[src/rtl/mcyc_pkg.sv]
package mcyc_pkg;

    localparam int OPC_W   = 6;
    localparam int STATE_W = 4;
    localparam int CODE_W  = 5;

    localparam logic [OPC_W-1:0] OPC_ALU   = 6'h00;
    localparam logic [OPC_W-1:0] OPC_JUMP  = 6'h02;
    localparam logic [OPC_W-1:0] OPC_BRANCH = 6'h04;
    localparam logic [OPC_W-1:0] OPC_LOAD  = 6'h23;
    localparam logic [OPC_W-1:0] OPC_STORE = 6'h2B;

    localparam int CODE_UNDEF = 10;
    localparam int CODE_OVFL  = 12;
    localparam int CODE_IRQ   = 0;

    typedef enum logic [STATE_W-1:0] {
        ST_FETCH   = 4'd0,
        ST_DECODE  = 4'd1,
        ST_ADDR    = 4'd2,
        ST_MEMRD   = 4'd3,
        ST_LDWB    = 4'd4,
        ST_MEMWR   = 4'd5,
        ST_EXEC    = 4'd6,
        ST_ALUWB   = 4'd7,
        ST_BRANCH  = 4'd8,
        ST_JUMP    = 4'd9,
        ST_TRAP    = 4'd10,
        ST_IRQ     = 4'd11
    } state_t;

    typedef enum logic [2:0] {
        IC_ALU,
        IC_LOAD,
        IC_STORE,
        IC_BRANCH,
        IC_JUMP,
        IC_UNDEF
    } iclass_t;

    typedef enum logic [1:0] {
        SB_REGB  = 2'd0,
        SB_FOUR  = 2'd1,
        SB_IMM   = 2'd2,
        SB_IMMSH = 2'd3
    } srcb_t;

    typedef enum logic [1:0] {
        AO_ADD  = 2'd0,
        AO_SUB  = 2'd1,
        AO_FUNC = 2'd2
    } aluop_t;

    typedef enum logic [1:0] {
        PS_ALU    = 2'd0,
        PS_ALUREG = 2'd1,
        PS_JUMP   = 2'd2,
        PS_VECTOR = 2'd3
    } pcsrc_t;

    typedef struct packed {
        logic   mem_rd;
        logic   mem_wr;
        logic   ir_wr;
        logic   pc_wr;
        logic   pc_wr_cond;
        logic   reg_wr;
        logic   addr_sel;
        logic   wb_sel;
        logic   dst_sel;
        logic   srca_sel;
        srcb_t  srcb_sel;
        aluop_t alu_op;
        pcsrc_t pc_src;
        logic   epc_wr;
        logic   epc_src;
        logic   cause_wr;
    } ctrl_t;

    function automatic ctrl_t ctrl_quiet();
        ctrl_t c;
        c = '0;
        return c;
    endfunction

    // Last step of every non-exception instruction path.
    function automatic logic is_retire(state_t s);
        return (s == ST_LDWB) || (s == ST_MEMWR) || (s == ST_ALUWB) ||
               (s == ST_BRANCH) || (s == ST_JUMP);
    endfunction

endpackage

[src/rtl/mcyc_opclass.sv]
module mcyc_opclass
    import mcyc_pkg::*;
#(
    parameter int                OP_W      = OPC_W,
    parameter logic [OP_W-1:0]   OP_ALU    = OPC_ALU,
    parameter logic [OP_W-1:0]   OP_JUMP   = OPC_JUMP,
    parameter logic [OP_W-1:0]   OP_BRANCH = OPC_BRANCH,
    parameter logic [OP_W-1:0]   OP_LOAD   = OPC_LOAD,
    parameter logic [OP_W-1:0]   OP_STORE  = OPC_STORE
) (
    input  logic [OP_W-1:0] opcode,
    output iclass_t         iclass
);

    always_comb begin
        if (opcode == OP_ALU)         iclass = IC_ALU;
        else if (opcode == OP_LOAD)   iclass = IC_LOAD;
        else if (opcode == OP_STORE)  iclass = IC_STORE;
        else if (opcode == OP_BRANCH) iclass = IC_BRANCH;
        else if (opcode == OP_JUMP)   iclass = IC_JUMP;
        else                          iclass = IC_UNDEF;
    end

endmodule

[src/rtl/mcyc_seq.sv]
module mcyc_seq
    import mcyc_pkg::*;
(
    input  logic    clk,
    input  logic    rst,
    input  iclass_t iclass,
    input  logic    alu_ovf,
    input  logic    irq_pend,
    output state_t  state,
    output logic    trap_from_ovf
);

    state_t nxt;

    always_comb begin
        nxt = ST_FETCH;
        unique case (state)
            ST_FETCH:  nxt = ST_DECODE;
            ST_DECODE: begin
                unique case (iclass)
                    IC_LOAD, IC_STORE: nxt = ST_ADDR;
                    IC_ALU:            nxt = ST_EXEC;
                    IC_BRANCH:         nxt = ST_BRANCH;
                    IC_JUMP:           nxt = ST_JUMP;
                    default:           nxt = ST_TRAP;
                endcase
            end
            ST_ADDR:   nxt = (iclass == IC_STORE) ? ST_MEMWR : ST_MEMRD;
            ST_MEMRD:  nxt = ST_LDWB;
            ST_EXEC:   nxt = alu_ovf ? ST_TRAP : ST_ALUWB;
            ST_LDWB, ST_MEMWR, ST_ALUWB, ST_BRANCH, ST_JUMP:
                       nxt = irq_pend ? ST_IRQ : ST_FETCH;
            default:   nxt = ST_FETCH;
        endcase
    end

    always_ff @(posedge clk) begin
        if (rst) begin
            state         <= ST_FETCH;
            trap_from_ovf <= 1'b0;
        end else begin
            state <= nxt;
            if (nxt == ST_TRAP) begin
                trap_from_ovf <= (state == ST_EXEC);
            end
        end
    end

endmodule

[src/rtl/mcyc_decode.sv]
module mcyc_decode
    import mcyc_pkg::*;
#(
    parameter int CW        = CODE_W,
    parameter int C_UNDEF   = CODE_UNDEF,
    parameter int C_OVFL    = CODE_OVFL,
    parameter int C_IRQ     = CODE_IRQ
) (
    input  state_t        state,
    input  logic          trap_from_ovf,
    output ctrl_t         ctrl,
    output logic [CW-1:0] exc_code
);

    always_comb begin
        ctrl     = ctrl_quiet();
        exc_code = '0;
        unique case (state)
            ST_FETCH: begin
                ctrl.mem_rd   = 1'b1;
                ctrl.ir_wr    = 1'b1;
                ctrl.srcb_sel = SB_FOUR;
                ctrl.alu_op   = AO_ADD;
                ctrl.pc_src   = PS_ALU;
                ctrl.pc_wr    = 1'b1;
            end
            ST_DECODE: begin
                ctrl.srcb_sel = SB_IMMSH;
            end
            ST_ADDR: begin
                ctrl.srca_sel = 1'b1;
                ctrl.srcb_sel = SB_IMM;
            end
            ST_MEMRD: begin
                ctrl.mem_rd   = 1'b1;
                ctrl.addr_sel = 1'b1;
            end
            ST_LDWB: begin
                ctrl.reg_wr   = 1'b1;
                ctrl.wb_sel   = 1'b1;
            end
            ST_MEMWR: begin
                ctrl.mem_wr   = 1'b1;
                ctrl.addr_sel = 1'b1;
            end
            ST_EXEC: begin
                ctrl.srca_sel = 1'b1;
                ctrl.alu_op   = AO_FUNC;
            end
            ST_ALUWB: begin
                ctrl.reg_wr   = 1'b1;
                ctrl.dst_sel  = 1'b1;
            end
            ST_BRANCH: begin
                ctrl.srca_sel   = 1'b1;
                ctrl.alu_op     = AO_SUB;
                ctrl.pc_src     = PS_ALUREG;
                ctrl.pc_wr_cond = 1'b1;
            end
            ST_JUMP: begin
                ctrl.pc_src = PS_JUMP;
                ctrl.pc_wr  = 1'b1;
            end
            ST_TRAP: begin
                // ALU computes PC - 4 so the saved address is the faulting one.
                ctrl.cause_wr = 1'b1;
                ctrl.srcb_sel = SB_FOUR;
                ctrl.alu_op   = AO_SUB;
                ctrl.epc_wr   = 1'b1;
                ctrl.epc_src  = 1'b1;
                ctrl.pc_src   = PS_VECTOR;
                ctrl.pc_wr    = 1'b1;
                exc_code      = trap_from_ovf ? CW'(C_OVFL) : CW'(C_UNDEF);
            end
            ST_IRQ: begin
                ctrl.cause_wr = 1'b1;
                ctrl.epc_wr   = 1'b1;
                ctrl.epc_src  = 1'b0;
                ctrl.pc_src   = PS_VECTOR;
                ctrl.pc_wr    = 1'b1;
                exc_code      = CW'(C_IRQ);
            end
            default: begin
                ctrl     = ctrl_quiet();
                exc_code = '0;
            end
        endcase
    end

endmodule

[src/rtl/mcyc_ctrl.sv]
module mcyc_ctrl
    import mcyc_pkg::*;
#(
    parameter int OP_W = OPC_W,
    parameter int CW   = CODE_W
) (
    input  logic            clk,
    input  logic            rst,
    input  logic [OP_W-1:0] opcode,
    input  logic            alu_ovf,
    input  logic            irq_pend,
    output logic            mem_rd,
    output logic            mem_wr,
    output logic            ir_wr,
    output logic            pc_wr,
    output logic            pc_wr_cond,
    output logic            reg_wr,
    output logic            addr_sel,
    output logic            wb_sel,
    output logic            dst_sel,
    output logic            srca_sel,
    output logic [1:0]      srcb_sel,
    output logic [1:0]      alu_op,
    output logic [1:0]      pc_src,
    output logic            epc_wr,
    output logic            epc_src,
    output logic            cause_wr,
    output logic [CW-1:0]   exc_code,
    output logic [3:0]      state_o
);

    localparam int OPC_TOP = OP_W - 1;

    iclass_t iclass;
    state_t  state;
    logic    trap_from_ovf;
    ctrl_t   ctrl;

    mcyc_opclass #(
        .OP_W      (OP_W),
        .OP_ALU    (OP_W'(OPC_ALU)),
        .OP_JUMP   (OP_W'(OPC_JUMP)),
        .OP_BRANCH (OP_W'(OPC_BRANCH)),
        .OP_LOAD   (OP_W'(OPC_LOAD)),
        .OP_STORE  (OP_W'(OPC_STORE))
    ) u_opclass (
        .opcode (opcode[OPC_TOP:0]),
        .iclass (iclass)
    );

    mcyc_seq u_seq (
        .clk           (clk),
        .rst           (rst),
        .iclass        (iclass),
        .alu_ovf       (alu_ovf),
        .irq_pend      (irq_pend),
        .state         (state),
        .trap_from_ovf (trap_from_ovf)
    );

    mcyc_decode #(
        .CW (CW)
    ) u_decode (
        .state         (state),
        .trap_from_ovf (trap_from_ovf),
        .ctrl          (ctrl),
        .exc_code      (exc_code)
    );

    assign mem_rd     = ctrl.mem_rd;
    assign mem_wr     = ctrl.mem_wr;
    assign ir_wr      = ctrl.ir_wr;
    assign pc_wr      = ctrl.pc_wr;
    assign pc_wr_cond = ctrl.pc_wr_cond;
    assign reg_wr     = ctrl.reg_wr;
    assign addr_sel   = ctrl.addr_sel;
    assign wb_sel     = ctrl.wb_sel;
    assign dst_sel    = ctrl.dst_sel;
    assign srca_sel   = ctrl.srca_sel;
    assign srcb_sel   = ctrl.srcb_sel;
    assign alu_op     = ctrl.alu_op;
    assign pc_src     = ctrl.pc_src;
    assign epc_wr     = ctrl.epc_wr;
    assign epc_src    = ctrl.epc_src;
    assign cause_wr   = ctrl.cause_wr;
    assign state_o    = state;

endmodule

[config.mk]
export PLATFORM = sky130hd
export DESIGN_NAME = mcyc_ctrl
export DESIGN_NICKNAME = d
export VERILOG_FILES = /design/src/rtl/mcyc_pkg.sv /design/src/rtl/mcyc_opclass.sv /design/src/rtl/mcyc_seq.sv /design/src/rtl/mcyc_decode.sv /design/src/rtl/mcyc_ctrl.sv
export SDC_FILE = /design/constraint.sdc
export NUM_CORES = 1
export LEC_CHECK = 0
export BUFFER_PORTS_ARGS = -buffer_cell sky130_fd_sc_hd__clkbuf_2
export CAP_MARGIN = 20
export CORE_UTILIZATION = 35
export DETAILED_ROUTE_END_ITERATION = 10
export GPL_TIMING_DRIVEN = 0
export PLACE_DENSITY = 0.7
export REMOVE_ABC_BUFFERS = 1
export SYNTH_ARGS = -nofsm -noshare
export SYNTH_HDL_FRONTEND = slang
export SYNTH_SLANG_ARGS = --single-unit
[constraint.sdc]
create_clock -name clk -period 1.7 [get_ports clk]
set_input_delay 0.085 -clock clk [delete_from_list [all_inputs] [get_ports clk]]
set_output_delay 0.085 -clock clk [all_outputs]
set_load 0.02 [all_outputs]
======== Word-level counts from Yosys, hierarchy flattened ========
Index checks and enable logic that the tools add are counted.
cells by class
  add/sub/neg operators ................... 0
  multipliers ............................. 0
  divide/modulo/power cells ............... 0
  $lt $le $gt $ge ......................... 0
  eq/ne operators ......................... 20
  shift operators ......................... 0
  multiplexer cells ....................... 26
  bitwise logic cells ..................... 0
  reductions and logical operators ........ 13
operators by type and width
  operator                                                         count
  4-bit case mux with 6 select lines                               1
  4-bit == test, second input constant                             5
  3-bit 2-to-1 mux                                                 6
  4-bit by 3-bit == test with 1-bit output, second input constant  4
  4-bit case mux with 4 select lines                               1
  2-bit OR reduction                                               7
  6-bit == test, second input constant                             2
  2-bit case mux with 3 select lines                               2
  1-bit 2-to-1 mux                                                 11
  4-bit by 2-bit == test with 1-bit output, second input constant  2
  4-bit 2-to-1 mux                                                 2
  3-bit by 2-bit == test with 1-bit output, second input constant  2
  6-bit by 2-bit == test with 1-bit output, second input constant  1
  6-bit by 3-bit == test with 1-bit output, second input constant  1
  6-bit logical NOT                                                1
  3-bit case mux with 2 select lines                               1
  5-bit 2-to-1 mux                                                 1
  5-bit OR reduction                                               1
  4-bit by 1-bit == test with 1-bit output, second input constant  1
  4-bit logical NOT                                                1
  2-bit case mux with 2 select lines                               1
  4-bit OR reduction                                               1
  3-bit by 1-bit == test with 1-bit output, second input constant  1
  3-bit == test, second input constant                             1
  other kinds (2)                                                  2
storage, ports and cells
  register bits ........................... 5
  latch bits .............................. 0
  memory bits (writable) .................. 0
  bits in read-only memories .............. 0
  input bits .............................. 10
  output and inout bits ................... 28
  logic and storage cells ................. 61
  memories kept ........................... 0

======== Depth between registers and ports, before layout ========
Gate-level depths: netlist of run 1.
  word-level depth ........................ 11
  gate-level depth with buffers ........... 6
  mapped depth without buffers ............ 5

======== Hierarchy ========
From an unflattened synthesis of run 1, not the netlist that was laid out.
unflattened totals
  cells, all modules ...................... 86
  area total of the unflattened synthesis .. 640.6 um2
by module, submodules not included
  module        instances  cells each  area each (um2)
  mcyc_seq      1          40          341.6
  mcyc_decode   1          37          222.7
  mcyc_opclass  1          9           76.3

======== Least setup slack after synthesis of run 1 ========
OpenSTA, ideal clock, no wires.
  kind .................................... flip-flop to flip-flop
  start ................................... register u_seq.state[2]
  end ..................................... register u_seq.trap_from_ovf
  arrival time ............................ 1615 ps
  required time ........................... 1612 ps
  path slack .............................. -3 ps
  stages on the path, launching flop included .. 7
  buffers on the path ..................... 1
  period minus slack after synthesis ...... 1703 ps
  cell sequence ........................... dfxtp_1 -> clkbuf_1 -> xnor2_1 -> o22ai_1 -> a311oi_2 -> nor2_1 -> a311oi_2
between the ends
  cells in the longest elaborated chain, start to end .. 4
  elaborated cells on any way between the ends .. 13
  those cells by class .................... 10 x eq/ne; 1 x mux; 2 x reduce/logical
RTL lines
  what                                                                       line            source
  start: declaration                                                         mcyc_seq.sv:9   output state_t state,
  start signal: assignment                                                   mcyc_seq.sv:42  state <= nxt;
  4-bit == test or 4-bit by 3-bit == test with 1-bit output (tied branches)  mcyc_seq.sv:17  unique case (state)
  5-bit OR reduction                                                         mcyc_seq.sv:17
  4-bit case mux with 6 select lines                                         mcyc_seq.sv:17
  4-bit == test                                                              mcyc_seq.sv:43  if (nxt == ST_TRAP) begin
  end signal: assignment                                                     mcyc_seq.sv:44  trap_from_ovf <= (state == ST_EXEC);
  end: declaration                                                           mcyc_seq.sv:10  output logic trap_from_ovf
Several ways; a longest one is shown, not always the timed one.
A chain may end at the register's enable or synchronous reset.

======== Final worst setup path of run 1 ========
Same ends and word-level chain as after synthesis.

==> qor.txt, run 1 <==
WHS Endpoint: u_seq.trap_from_ovf$_SDFFE_PP0N_
Worst R2R Setup Slack: 0.05 ns
r2r endpoint: u_seq.trap_from_ovf$_SDFFE_PP0N_
FF+latch count, synth: 5
max frequency: 0.606 GHz
met2 Use GR: 27.4%
Fin Clk Skew: 0.00274 ns
nets: 136
CP startpoint kind: register
insertion delay to the later sink of the worst-skew pair: 0.24 ns
DRT Pass-1 Iters: 4
r2r startpoint: u_seq.state[2]$_SDFF_PP0_
Reg2Reg Depth: 5
Die W: 44.3 µm
Layout area overhead: 31.3%
Power Total: 0.00148 W
Worst Path Arrival: 1.80 ns
Vias/cell: 4.99
Mapped Avg Cell Area: 6.60 µm²
DRC Markers: 0
Diodes inserted: 0
share of the synthesized area in the top cell type: 16.0%
Initial Utilization: 39.3%
Setup WS post-layout: 0.0506 ns
Routed Antenna Nets: 0
Mapped Area: 627 µm²
Gate Count Post-Synth: 95
# fillers: 183
cell breakdown of the critical path: or2_1 -> or2_1 -> nor4_2 -> a211oi_2 -> a311oi_2
Setup crit end kind: register
most used routing layer: met2
Placement Setup Slack: -0.188 ns
fin crit period: 1.65 ns
vias in the first global route: 615
number of CTS-inserted buffers: 3
final WL: 1610 µm
commonest non-fill, non-tap cell in the layout: clkbuf_2
H-tree Lvls: 1
crit path kind: reg2reg
Final GP Congestion: 0.807
row cnt: 14
Max stage delay on crit path: 0.40 ns
DR iter-0 viols: 7
HP Start: rst
Vias: 743
met3 GRT Util: 3.67%
status: completed
die area: 1960 µm²
Crit. Startpoint: u_seq.state[2]$_SDFF_PP0_
routing usage on met1: 23.5%
Leakage: 0.419 nW
dpl hpwl: 1220 µm
warnings from Yosys: 0
WL/cell: 10.8 µm
TritonCTS clock tree: done
antenna violations before repair: 0
crit path max fanout: 14
top post-synthesis cells by area: dfxtp_1 (16%), nor2_1 (14%), a21oi_1 (5.6%)
Final setup viols: 0
total gr overflow: 0
pin count of the biggest net entering global routing: 15
Yosys cell types: 34
first-pass GRT wire length: 2590 µm
peak supply drop: 935 µV
largest area contributor in the netlist: dfxtp_1
Max Slew Vio Count: 0
HP Class: in2reg
max-cap violations: 0
Critical-path top delay cell: dfxtp_2
crit-path most repeated cell: or2_1
Seq/Total Area, Yosys: 16.0%
hold path depth: 2
commonest cells after routing, fill and taps aside: clkbuf_2 (35), nor2_1 (23), a21oi_1 (7), nor3_1 (5), o21ai_0 (5)
period utilisation layout: 97.0%
IO Port Bufs: 35
pwr/cell area: 1790 nW/µm²
GR Util All Layers: 16.8%
Top Ports: 38
CP required: 1.85 ns
Root Driver: clkbuf_4
Final Hold Vio Count: 0
share of cells above drive strength 1: 44.0%
die height: 44.3 µm
clock sink count: 5
clock-pin slew on the worst setup and hold paths: 0.04 ns
CTS max path bufs: 2
Core Region: 1590 µm²
-- state kept, by name, summed over array words and instances (netlist names) --
name	flops
u_seq.state	4
u_seq.trap_from_ovf	1
-- worst max-delay path, delay by kind of cell, from the launching register on --
family,cells,cell delay [ns]
AOI/OAI and AO/OA,2,0.33
DFF,1,0.40
and+or+nand+nor,3,0.83
-- Yosys cell counts --
library cell  instances
nand2b_1              3
nor3_1                5
o22ai_1               1
buf_4                 4
nand4_1               1
o21ai_1               1
or2_0                 1
o21ai_0               5
a211o_1               1
inv_1                 2
a311oi_2              2
nor4_1                1
and2_1                1
xnor2_1               3
inv_2                 2
conb_1                1
or2b_2                1
nand3b_4              1
a21oi_1               7
or2b_1                1
clkbuf_1              5
buf_6                 1
and4_2                1
nor2b_1               2
nor3b_1               1
nor2_1               23
dfxtp_1               5
or3_4                 1
and2b_2               2
and3_1                2
or2_1                 3
or4_4                 1
nand2_1               3
a211oi_1              1
-- kinds of logic (layout without fill, tap and decap cells) --
family	Yosys count	after routing	share of synthesized area [%]
buf+inv	14	43	12.0
xor+xnor	3	3	4.19
simple gates	54	54	48.5
compound gates	18	18	18.8
other cells	1	2	0.598
flops	5	5	16.0
-- routing by layer --
metal | part of all wire, % | up-vias
li1 | - | 379
met1 | 48 | 338
met2 | 48 | 26
met3 | 3.7 | 0
met4 | 0 | 0
met5 | 0 | -
-- layout make-up --
type,instances,area [µm²],area share (%)
multi-input combinational,77,467,56.7
timing repair buffer,35,175,21.3
sequential,5,110,13.4
tap,24,30.0,3.65
clock buffer,4,26.3,3.19
inverter,4,15.0,1.82
-- timing repair --
item | in CTS | in global routing
setup endpoints to repair | 3 | 1
hold buffers | 0 | 0
gates resized for setup | 5 | 3
endpoints found under the hold margin | 0 | 0
buffers inserted | 0 | 0
-- report_power, final --
group / leakage (nW) / switching, W / internal, W
Combinational: 0.361 / 0.000654 / 0.000385
Clock: 0.0150 / 0.0000452 / 0.0000885
Sequential: 0.0430 / 0.000134 / 0.000170
-- stage by stage --
stage | util [%] | std cells | hold slack [ns] | area (µm²) | setup TNS, ns
after floorplan | - | 86 | 0.153 | 571 | -0.0526
after global placement | 48.7 | 145 | 0.265 | 776 | -0.211
after detailed placement | 48.7 | 145 | 0.270 | 776 | -0.228
after CTS | 50.8 | 149 | 0.0230 | 810 | 0
after global routing | 51.6 | 149 | 0.0138 | 823 | -0.00587
final | 51.6 | 149 | 0.0315 | 823 | 0
-- worst max-delay path by stage --
stage | end | cells past startpoint | slack, ns
finish | u_seq.trap_from_ovf$_SDFFE_PP0N_ | 5 | 0.05
global route | u_seq.trap_from_ovf$_SDFFE_PP0N_ | 5 | -0.006
CTS | u_seq.trap_from_ovf$_SDFFE_PP0N_ | 5 | 0.003
detailed placement | u_seq.trap_from_ovf$_SDFFE_PP0N_ | 5 | -0.19
global placement | u_seq.trap_from_ovf$_SDFFE_PP0N_ | 5 | -0.18
floorplan | u_seq.trap_from_ovf$_SDFFE_PP0N_ | 5 | -0.05
No activity file was read; power rests on OpenSTA's default activity.
==> run 2, diff against run 1 <==
--- a/config.mk
+++ b/config.mk
@@ -9,2 +9,3 @@
 export CAP_MARGIN = 20
+export CORE_MARGIN = 4
 export CORE_UTILIZATION = 35
@@ -14,2 +15,3 @@
 export REMOVE_ABC_BUFFERS = 1
+export SLEW_MARGIN = 30
 export SYNTH_ARGS = -nofsm -noshare
--- a/constraint.sdc
+++ b/constraint.sdc
@@ -3,2 +3,2 @@
 set_output_delay 0.085 -clock clk [all_outputs]
-set_load 0.02 [all_outputs]
+set_load 0.01 [all_outputs]
==> run 2 against run 1 <==
Clock power rose by 7%. Sequential power is 3% lower. Routed wire length up 3.0%. Final area shrank 0.76%. Worst setup slack improved by 0.033 ns. Critical endpoint unchanged. Largest cell class unchanged. Largest power group unchanged.
==> qor.txt, run 2 (synthesis gave the netlist of run 1 again) <==
TritonCTS clock tree: done (unchanged)
share of cells above drive strength 1: 43.2% (was 44.0%)
Final setup viols: 0 (unchanged)
die height: 50.3 µm (was 44.3 µm)
Final GP Congestion: 0.874 (was 0.807)
nets: 136 (unchanged)
dpl hpwl: 1300 µm (was 1220 µm)
die area: 2530 µm² (was 1960 µm²)
Placement Setup Slack: -0.157 ns (was -0.188 ns)
switching power: 0.000677 W (was 0.000834 W)
max frequency: 0.619 GHz (was 0.606 GHz)
Initial Utilization: 36.7% (was 39.3%)
pin count of the biggest net entering global routing: 15 (unchanged)
Leakage: 0.417 nW (was 0.419 nW)
Max stage delay on crit path: 0.43 ns (was 0.40 ns)
WL/cell: 11.1 µm (was 10.8 µm)
Final TNS setup: 0 ns (unchanged)
period utilisation layout: 95.1% (was 97.0%)
Resize count post-CTS: 5 (unchanged)
HP Class: in2reg (unchanged)
clock-pin slew on the worst setup and hold paths: 0.05 ns (was 0.04 ns)
Largest regs: u_seq.state (4), u_seq.trap_from_ovf (1) (unchanged)
Setup crit end kind: register (unchanged)
WP buf/inv: 0 (unchanged)
CP required: 1.87 ns (was 1.85 ns)
Layout Cells excl Fill: 150 (was 149)
CTS max path bufs: 2 (unchanged)
Worst Path Arrival: 1.78 ns (was 1.80 ns)
antenna violations before repair: 0 (unchanged)
Clock power frac: 10.9% (was 9.1%)
DR iter-0 viols: 11 (was 7)
max reg flops: 4 (unchanged)
IO Port Bufs: 35 (unchanged)
Power Total: 0.00131 W (was 0.00148 W)
Routed Antenna Nets: 0 (unchanged)
clock sink count: 5 (unchanged)
Final Hold Vio Count: 0 (unchanged)
Core Region: 1710 µm² (was 1590 µm²)
insertion delay to the later sink of the worst-skew pair: 0.25 ns (was 0.24 ns)
pwr/cell area: 1600 nW/µm² (was 1790 nW/µm²)
peak supply drop: 792 µV (was 935 µV)
Final Util: 47.8% (was 51.6%)
commonest non-fill, non-tap cell in the layout: clkbuf_2 (unchanged)
H-tree Lvls: 1 (unchanged)
first-pass GRT wire length: 2600 µm (was 2590 µm)
max-cap violations: 0 (unchanged)
vias in the first global route: 623 (was 615)
DRC Markers: 0 (unchanged)
row cnt: 15 (was 14)
Critical-path top delay cell: dfxtp_4 (was dfxtp_2)
Fin Clk Skew: 0.00852 ns (was 0.00274 ns)
Root Driver: clkbuf_4 (unchanged)
Die W: 50.3 µm (was 44.3 µm)
final WL: 1660 µm (was 1610 µm)
Layout area overhead: 30.3% (was 31.3%)
Top Ports: 38 (unchanged)
cts hold-fix bufs: 0 (unchanged)
critical path's top delay family: simple AND/OR/NAND/NOR gates (unchanged)
Vias/cell: 4.84 (was 4.99)
number of CTS-inserted buffers: 3 (unchanged)
Max Slew Vio Count: 0 (unchanged)
crit path kind: reg2reg (unchanged)
unrepaired setup endpoints after global routing: no
GR Util All Layers: 12.6% (was 16.8%)
total gr overflow: 0 (unchanged)
sw frac: 51.7% (was 56.4%)
CP startpoint kind: register (unchanged)
crit path max fanout: 13 (was 14)
part of the power in registers: 22.6% (was 20.6%)
fin crit period: 1.62 ns (was 1.65 ns)
internal power: 0.000634 W (was 0.000644 W)
commonest cells after routing, fill and taps aside: clkbuf_2 (35), nor2_1 (23), a21oi_1 (7), nor3_1 (5), o21ai_0 (5) (unchanged)
Setup WS post-layout: 0.0833 ns (was 0.0506 ns)
status: completed (unchanged)
Diodes inserted: 0 (unchanged)
DRT Pass-1 Iters: 4 (unchanged)
Largest Register: u_seq.state (unchanged)
Placed Instances: 146 (was 145)
combinational share of power: 66.5% (was 70.4%)
total setup buffers inserted after CTS: 0 (unchanged)
cell breakdown of the critical path: or2b_1 -> or2_1 -> nor4_2 -> a211oi_1 -> a311oi_2 (was or2_1 -> or2_1 -> nor4_2 -> a211oi_2 -> a311oi_2)
Vias: 726 (was 743)
-- run 2: power by group through the flow --
stage,Clock (W),Sequential [W],Combinational (W)
2_1_floorplan,0,0.000270,0.000568
3_3_place_gp,0,0.000286,0.000860
3_5_place_dp,0,0.000287,0.000870
4_1_cts,0.000145,0.000297,0.000876
5_1_grt,0.000157,0.000313,0.000958
6_report,0.000143,0.000296,0.000872
-- run 2: cell type report --
class                      instances  area [µm²]
inverter                           4        15.0
clock buffer                       4        26.3
sequential                         5         108
multi-input combinational         77         462
tap                               25        31.3
timing repair buffer              35         175
fill                             182         891
-- run 2: layer usage --
layer  up-vias  GRT usage, %  wire length, µm
li1        380             -                -
met1       320          16.6              754
met2        24          20.2              793
met3         2          3.56              100
met4         0          2.69               11
met5         -             0                0
-- run 2: path summary, 6_finish.rpt --
check	to	start	cells after the start	slack [ns]
worst max register to register	u_seq.trap_from_ovf$_SDFFE_PP0N_	u_seq.state[0]$_SDFF_PP0_	5	0.08
worst min-delay path	u_seq.trap_from_ovf$_SDFFE_PP0N_	rst	2	0.01
worst max-delay path	u_seq.trap_from_ovf$_SDFFE_PP0N_	u_seq.state[0]$_SDFF_PP0_	5	0.08
worst min register to register	u_seq.trap_from_ovf$_SDFFE_PP0N_	u_seq.trap_from_ovf$_SDFFE_PP0N_	2	0.55
-- run 2: per-stage QoR --
stage	hold WS (ns)	instance area [µm²]
floorplan	0.153	571
global placement	0.267	777
detailed placement	0.270	777
CTS	0.00723	811
global route	0.0120	817
finish	0.00966	817
